$ cat src/rtl/modrm_pkg.sv
package modrm_pkg;
  localparam int BYTE_W = 8;
  localparam int WORD_W = 2 * BYTE_W;
  localparam int MOD_W  = 2;
  localparam int FLD_W  = 3;
  localparam int REC_W  = MOD_W + 2 * FLD_W + 2 * WORD_W;
  localparam int SYNC_STAGES = 2;

  localparam logic [MOD_W-1:0] MOD_MEM0  = 2'b00;
  localparam logic [MOD_W-1:0] MOD_MEM8  = 2'b01;
  localparam logic [MOD_W-1:0] MOD_MEM16 = 2'b10;
  localparam logic [MOD_W-1:0] MOD_REG   = 2'b11;
  localparam logic [FLD_W-1:0] RM_DIRECT = 3'b110;

  typedef enum logic [1:0] {
    IMM_NONE   = 2'd0,
    IMM_BYTE_Z = 2'd1,
    IMM_WORD   = 2'd2,
    IMM_BYTE_S = 2'd3
  } imm_kind_t;

  typedef enum logic [2:0] {
    ST_IDLE    = 3'd0,
    ST_MODRM   = 3'd1,
    ST_DISP_LO = 3'd2,
    ST_DISP_HI = 3'd3,
    ST_IMM_LO  = 3'd4,
    ST_IMM_HI  = 3'd5,
    ST_DONE    = 3'd6
  } pstate_t;

  typedef struct packed {
    logic [MOD_W-1:0]  mode;
    logic [FLD_W-1:0]  reg_f;
    logic [FLD_W-1:0]  rm;
    logic [WORD_W-1:0] disp;
    logic [WORD_W-1:0] imm;
  } oprec_t;
endpackage

$ cat src/rtl/modrm_rst_sync.sv
module modrm_rst_sync #(
  parameter int STAGES = 2
) (
  input  logic clk,
  input  logic rst_n,
  output logic rst_n_sync
);
  logic [STAGES-1:0] chain_q;

  always_ff @(posedge clk or negedge rst_n) begin
    if (!rst_n) chain_q <= '0;
    else        chain_q <= {chain_q[STAGES-2:0], 1'b1};
  end

  assign rst_n_sync = chain_q[STAGES-1];
endmodule

$ cat src/rtl/modrm_disp_decode.sv
module modrm_disp_decode
  import modrm_pkg::*;
(
  input  logic [BYTE_W-1:0] modrm_byte,
  output logic [1:0]        disp_bytes
);
  logic [MOD_W-1:0] mode;
  logic [FLD_W-1:0] rm;

  assign mode = modrm_byte[BYTE_W-1 -: MOD_W];
  assign rm   = modrm_byte[FLD_W-1:0];

  always_comb begin
    unique case (mode)
      MOD_MEM0:  disp_bytes = (rm == RM_DIRECT) ? 2'd2 : 2'd0;
      MOD_MEM8:  disp_bytes = 2'd1;
      MOD_MEM16: disp_bytes = 2'd2;
      default:   disp_bytes = 2'd0;
    endcase
  end
endmodule

$ cat src/rtl/modrm_seq_ctrl.sv
module modrm_seq_ctrl
  import modrm_pkg::*;
(
  input  logic       clk,
  input  logic       rst_n,
  input  logic       op_valid,
  input  logic       has_modrm,
  input  logic [1:0] imm_kind,
  input  logic       in_valid,
  input  logic [1:0] dec_bytes,
  output logic       op_ready,
  output logic       in_ready,
  output logic       done,
  output logic       ld_cfg,
  output logic       ld_modrm,
  output logic       ld_dlo,
  output logic       ld_dhi,
  output logic       ld_ilo,
  output logic       ld_ihi,
  output logic       imm_sext
);
  pstate_t   state_q, state_d;
  imm_kind_t kind_q, kind_d;
  logic      two_q, two_d;
  logic      take;

  function automatic pstate_t after_disp(imm_kind_t k);
    return (k == IMM_NONE) ? ST_DONE : ST_IMM_LO;
  endfunction

  assign op_ready = (state_q == ST_IDLE);
  assign in_ready = (state_q == ST_MODRM) || (state_q == ST_DISP_LO) ||
                    (state_q == ST_DISP_HI) || (state_q == ST_IMM_LO) ||
                    (state_q == ST_IMM_HI);
  assign done     = (state_q == ST_DONE);
  assign take     = in_valid && in_ready;

  assign ld_cfg   = op_valid && op_ready;
  assign ld_modrm = take && (state_q == ST_MODRM);
  assign ld_dlo   = take && (state_q == ST_DISP_LO);
  assign ld_dhi   = take && (state_q == ST_DISP_HI);
  assign ld_ilo   = take && (state_q == ST_IMM_LO);
  assign ld_ihi   = take && (state_q == ST_IMM_HI);
  assign imm_sext = (kind_q == IMM_BYTE_S);

  always_comb begin
    state_d = state_q;
    kind_d  = kind_q;
    two_d   = two_q;
    unique case (state_q)
      ST_IDLE: if (ld_cfg) begin
        kind_d  = imm_kind_t'(imm_kind);
        state_d = has_modrm ? ST_MODRM : after_disp(imm_kind_t'(imm_kind));
      end
      ST_MODRM: if (take) begin
        two_d   = (dec_bytes == 2'd2);
        state_d = (dec_bytes == 2'd0) ? after_disp(kind_q) : ST_DISP_LO;
      end
      ST_DISP_LO: if (take) state_d = two_q ? ST_DISP_HI : after_disp(kind_q);
      ST_DISP_HI: if (take) state_d = after_disp(kind_q);
      ST_IMM_LO:  if (take) state_d = (kind_q == IMM_WORD) ? ST_IMM_HI : ST_DONE;
      ST_IMM_HI:  if (take) state_d = ST_DONE;
      ST_DONE:    state_d = ST_IDLE;
      default:    state_d = ST_IDLE;
    endcase
  end

  always_ff @(posedge clk or negedge rst_n) begin
    if (!rst_n) begin
      state_q <= ST_IDLE;
      kind_q  <= IMM_NONE;
      two_q   <= 1'b0;
    end else begin
      state_q <= state_d;
      if (ld_cfg)   kind_q <= kind_d;
      if (ld_modrm) two_q  <= two_d;
    end
  end
endmodule

$ cat src/rtl/modrm_field_store.sv
module modrm_field_store
  import modrm_pkg::*;
(
  input  logic              clk,
  input  logic              rst_n,
  input  logic [BYTE_W-1:0] in_data,
  input  logic              ld_cfg,
  input  logic              ld_modrm,
  input  logic              ld_dlo,
  input  logic              ld_dhi,
  input  logic              ld_ilo,
  input  logic              ld_ihi,
  input  logic              imm_sext,
  output oprec_t            rec
);
  oprec_t rec_q, rec_d;
  logic   any_ld;
  logic [BYTE_W-1:0] fill_ext;

  assign any_ld   = ld_cfg | ld_modrm | ld_dlo | ld_dhi | ld_ilo | ld_ihi;
  assign fill_ext = {BYTE_W{in_data[BYTE_W-1]}};

  always_comb begin
    rec_d = rec_q;
    if (ld_cfg) begin
      rec_d = '0;
    end
    if (ld_modrm) begin
      rec_d.mode  = in_data[BYTE_W-1 -: MOD_W];
      rec_d.reg_f = in_data[FLD_W +: FLD_W];
      rec_d.rm    = in_data[FLD_W-1:0];
    end
    if (ld_dlo) begin
      rec_d.disp[BYTE_W-1:0]      = in_data;
      rec_d.disp[WORD_W-1:BYTE_W] = (rec_q.mode == MOD_MEM8) ? fill_ext : '0;
    end
    if (ld_dhi) begin
      rec_d.disp[WORD_W-1:BYTE_W] = in_data;
    end
    if (ld_ilo) begin
      rec_d.imm[BYTE_W-1:0]      = in_data;
      rec_d.imm[WORD_W-1:BYTE_W] = imm_sext ? fill_ext : '0;
    end
    if (ld_ihi) begin
      rec_d.imm[WORD_W-1:BYTE_W] = in_data;
    end
  end

  always_ff @(posedge clk or negedge rst_n) begin
    if (!rst_n)      rec_q <= '0;
    else if (any_ld) rec_q <= rec_d;
  end

  assign rec = rec_q;
endmodule

$ cat src/rtl/modrm_operand_parser.sv
module modrm_operand_parser
  import modrm_pkg::*;
(
  input  logic              clk,
  input  logic              rst_n,
  input  logic              op_valid,
  input  logic              has_modrm,
  input  logic [1:0]        imm_kind,
  output logic              op_ready,
  input  logic              in_valid,
  input  logic [BYTE_W-1:0] in_data,
  output logic              in_ready,
  output logic              done,
  output logic [REC_W-1:0]  rec
);
  logic       rst_n_int;
  logic [1:0] dec_bytes;
  logic       ld_cfg, ld_modrm, ld_dlo, ld_dhi, ld_ilo, ld_ihi, imm_sext;
  oprec_t     rec_s;

  modrm_rst_sync #(.STAGES(SYNC_STAGES)) u_rst (
    .clk        (clk),
    .rst_n      (rst_n),
    .rst_n_sync (rst_n_int)
  );

  modrm_disp_decode u_dec (
    .modrm_byte (in_data),
    .disp_bytes (dec_bytes)
  );

  modrm_seq_ctrl u_ctrl (
    .clk       (clk),
    .rst_n     (rst_n_int),
    .op_valid  (op_valid),
    .has_modrm (has_modrm),
    .imm_kind  (imm_kind),
    .in_valid  (in_valid),
    .dec_bytes (dec_bytes),
    .op_ready  (op_ready),
    .in_ready  (in_ready),
    .done      (done),
    .ld_cfg    (ld_cfg),
    .ld_modrm  (ld_modrm),
    .ld_dlo    (ld_dlo),
    .ld_dhi    (ld_dhi),
    .ld_ilo    (ld_ilo),
    .ld_ihi    (ld_ihi),
    .imm_sext  (imm_sext)
  );

  modrm_field_store u_store (
    .clk      (clk),
    .rst_n    (rst_n_int),
    .in_data  (in_data),
    .ld_cfg   (ld_cfg),
    .ld_modrm (ld_modrm),
    .ld_dlo   (ld_dlo),
    .ld_dhi   (ld_dhi),
    .ld_ilo   (ld_ilo),
    .ld_ihi   (ld_ihi),
    .imm_sext (imm_sext),
    .rec      (rec_s)
  );

  assign rec = rec_s;
endmodule

$ cat config.mk
export PLATFORM = sky130hd
export DESIGN_NAME = modrm_operand_parser
export DESIGN_NICKNAME = d
export VERILOG_FILES = /design/src/rtl/modrm_pkg.sv /design/src/rtl/modrm_rst_sync.sv /design/src/rtl/modrm_disp_decode.sv /design/src/rtl/modrm_seq_ctrl.sv /design/src/rtl/modrm_field_store.sv /design/src/rtl/modrm_operand_parser.sv
export SDC_FILE = /design/constraint.sdc
export NUM_CORES = 1
export LEC_CHECK = 0
export ABC_AREA = 1
export BUFFER_PORTS_ARGS = -buffer_cell sky130_fd_sc_hd__clkbuf_2
export CAP_MARGIN = 30
export CORE_UTILIZATION = 52
export DETAILED_ROUTE_END_ITERATION = 10
export GPL_ROUTABILITY_DRIVEN = 0
export GPL_TIMING_DRIVEN = 1
export PLACE_DENSITY = 0.79
export REMOVE_ABC_BUFFERS = 1
export SLEW_MARGIN = 0
export SYNTH_ARGS = -nofsm -noshare
export SYNTH_HDL_FRONTEND = slang
export SYNTH_SLANG_ARGS = --single-unit
$ cat constraint.sdc
create_clock -name clk -period 1.8 [get_ports clk]
set_clock_uncertainty 0.1 [all_clocks]
set_input_delay 0.36 -clock clk [delete_from_list [all_inputs] [get_ports clk]]
set_output_delay 0.36 -clock clk [all_outputs]
set_load 0.05 [all_outputs]
==> qor.txt <==
Number of max-slew violations in the final report - 0
Most Frequent Cell on Critical Path - sky130_fd_sc_hd__inv_4
Number of buffers created by CTS - 5
Post-synthesis register bit count - 48
Ranking of synthesized cells by instance count - sky130_fd_sc_hd__nand2_1, sky130_fd_sc_hd__dfrtp_1, sky130_fd_sc_hd__nand3_1, sky130_fd_sc_hd__inv_1, sky130_fd_sc_hd__o21ai_1
DRC viols - 0
Required time at the endpoint of the critical path - 1.34 ns
Insertion delay to the later sink of the worst-skew pair - 0.31 ns
RR Endpoint - u_store.rec[30]
Average via count per standard cell - 5.175
Final antenna-violating net count - 0
Element type at the critical path end - primary output
Initial standard-cell utilization of the core - 0.5516
Async set or reset register ratio after synthesis - 1.000
Total number of vias - 1832
Per-instance average area after synthesis - 9.485 um2
Largest incremental delay on the critical path - 0.46 ns
Arrival time at the worst endpoint - 1.29 ns
Detailed placement HPWL - 3.385 mm
Run status - finished clean
Drt total wl - 4.932 mm
Max-capacitance violation count - 0
Post-synth top area share - 0.5366
Min Clock Period, post-route - 1.751 ns
Final setup fails - 0
Sequence of cells on the critical path - inv_4 -> nand3_4 -> inv_4 -> clkbuf_4
First-pass GRT wire length - 7.838 mm
Count of TritonRoute iterations in the first routing pass - 4
Hold Violations, Final - 0
Vias in the first global route - 1675
Prevailing post-synth register cell - sky130_fd_sc_hd__dfrtp_1
Total negative slack for setup checks - 0 ns
Syn Inst Count - 236
Critical path buffer and inverter count - 3
Kind of start point of the critical path - register
Horizontal die dimension - 67.61 um
Top fanout value on the critical path - 5
Launch instance of the worst register-to-register path - u_ctrl.state_q[2]
Top-Level Pins - 58
Number of antenna violations at the first check in global routing - 0
Number of cell instances on the worst register-to-register path - 6
Clock transition at the registers of the reported paths - 0.08 ns
Most frequently used cell type in the post-synthesis netlist - sky130_fd_sc_hd__nand2_1
Setup slack on the worst flop-to-flop path - 0.16 ns
Unrepaired setup endpoints after global routing - no
Ratio of final minimum period to clock period - 0.9730
Post-synthesis cell area - 2238 um2
Number of antenna cells inserted - 0
Share of cells above drive strength 1 - 0.3750
GRT Util Overall - 0.2351
Die ar. - 4571 um2
Netlist cell types - 32
Fmax - 571.0 MHz
Detailed Route Iter0 Violations - 119
Syn-to-layout area delta - 22.19%
Post-route worst hold slack - 0.1410 ns
Library cell with the largest summed area after synthesis - sky130_fd_sc_hd__dfrtp_1
Core footprint - 4058 um2
Htree depth - 2
Maximum count of clock buffers along a single path - 2
Port Buffers - 57
Part of the Yosys area used for sequential elements - 0.5366
Die Y - 67.61 um
Worst Slack Setup Final - 0.04867 ns
Routed length per instance - 13.93 um
Fillers - 349
TritonCTS clock tree - done
Type of the worst min-delay path - register to async pin
Standard-cell rows - 23
Leakage power - 1.497 nW
Leading cell types by total area after synthesis - sky130_fd_sc_hd__dfrtp_1, sky130_fd_sc_hd__nand2_1, sky130_fd_sc_hd__nand3_1
CTS sink cnt - 48
Crit Path Category - register to primary output
Top cell family by delay on the critical path - flip-flops
Cell chosen for the clock root - sky130_fd_sc_hd__clkbuf_8
Slowest CP cell - sky130_fd_sc_hd__dfrtp_2
Overflow after GRT - 0
Total power after layout - 5.474 mW
Count of flip-flops with a built-in enable after synthesis - 0
Place WS - 0.2185 ns
Yosys warning total - 0
Max rail drop VDD - 0.0009561 V
Largest net degree at the start of global routing - 47
Post-layout net count - 318
Final cell utilization of the core - 0.6741
Cell area power density - 2001 nW/um2
CP Launch Point - u_ctrl.state_q[1]
==> layout make-up <==
type                    instances  area [um2]  area share
repair buffers                 66       379.1      0.1386
clock buffers                   7       86.33     0.03156
multi-input cells             159       897.1      0.3280
clock inverters                 1       7.507    0.002745
flip-flops and latches         48        1205      0.4405
inverters                      23       97.59     0.03568
well taps                      50       62.56     0.02287
==> worst register-to-register path: stages, from the launching register on <==
cell and delay, ns:
sky130_fd_sc_hd__dfrtp_2 0.45, sky130_fd_sc_hd__buf_4 0.16, sky130_fd_sc_hd__nor2_4 0.20, sky130_fd_sc_hd__nand3_4 0.23, sky130_fd_sc_hd__nor2_4 0.18, sky130_fd_sc_hd__nand3b_4 0.14, sky130_fd_sc_hd__nand3_1 0.12
==> cell families (layout without fill, tap and decap cells) <==
group                  Yosys count  after routing  synth area share
buffers and inverters           29             97           0.06595
DFF                             48             48            0.5366
and+or+nand+nor                124            124            0.2979
other                            1              1          0.001675
AOI/OAI and AO/OA               34             34           0.09782
==> state kept, by name, summed over array words and instances (netlist names) <==
signal	count
u_ctrl.kind_q	2
u_ctrl.state_q	3
u_ctrl.two_q	1
u_rst.chain_q	2
u_store.rec	40
==> cells in the final DEF (no fill, tap or decap), types with 2 or more instances in the layout <==
cell and count:
sky130_fd_sc_hd__o21ai_1 13, sky130_fd_sc_hd__nand2_1 54, sky130_fd_sc_hd__inv_2 2, sky130_fd_sc_hd__nand2_4 4, sky130_fd_sc_hd__dfrtp_2 3, sky130_fd_sc_hd__nand3_1 39, sky130_fd_sc_hd__dfrtp_1 45, sky130_fd_sc_hd__nand3_4 2
sky130_fd_sc_hd__nor2_2 2, sky130_fd_sc_hd__nand3_2 2, sky130_fd_sc_hd__o21ai_0 6, sky130_fd_sc_hd__inv_4 4, sky130_fd_sc_hd__clkbuf_8 7, sky130_fd_sc_hd__clkbuf_2 55, sky130_fd_sc_hd__inv_1 16, sky130_fd_sc_hd__buf_4 7
sky130_fd_sc_hd__nand2_2 2, sky130_fd_sc_hd__nor2_1 7, sky130_fd_sc_hd__nand4_1 2, sky130_fd_sc_hd__nor2_4 4, sky130_fd_sc_hd__o21ai_2 10
==> stage by stage <==
stage	instance area (um2)	instances
final	2735	354
after detailed placement	2567	340
after CTS	2713	353
after global routing	2735	354
after global placement	2567	340
after floorplan	2183	230
==> where the power goes <==
group	switching, mW	internal, mW
combinational	2.26	0.794
clock	0.365	0.312
sequential	0.267	1.47
==> worst max path at each step <==
stage | to | slack, ns | depth (start not counted)
finish | op_ready | 0.05 | 4
global route | in_ready | 0.003 | 5
CTS | op_ready | 0.005 | 4
detailed placement | in_ready | 0.22 | 5
global placement | in_ready | 0.27 | 5
floorplan | done | 0.13 | 2
==> layer usage <==
metal / vias up / routed length (um) / global-route usage / part of all wire
li1: 916 / - / - / -
met1: 846 / 2231 / 0.3134 / 0.45
met2: 59 / 2362 / 0.3676 / 0.48
met3: 11 / 233 / 0.05743 / 0.047
met4: 0 / 104 / 0.08777 / 0.021
met5: - / 0 / 0 / 0
==> timing repair <==
action	4_1_cts	5_1_grt
hold endpoints to repair	2	0
hold buffers	1	0
gates resized for setup	4	6
pin swaps	0	1
buffers inserted	4	1
setup endpoints to repair	2	2
No activity file was read; power rests on OpenSTA's default activity.
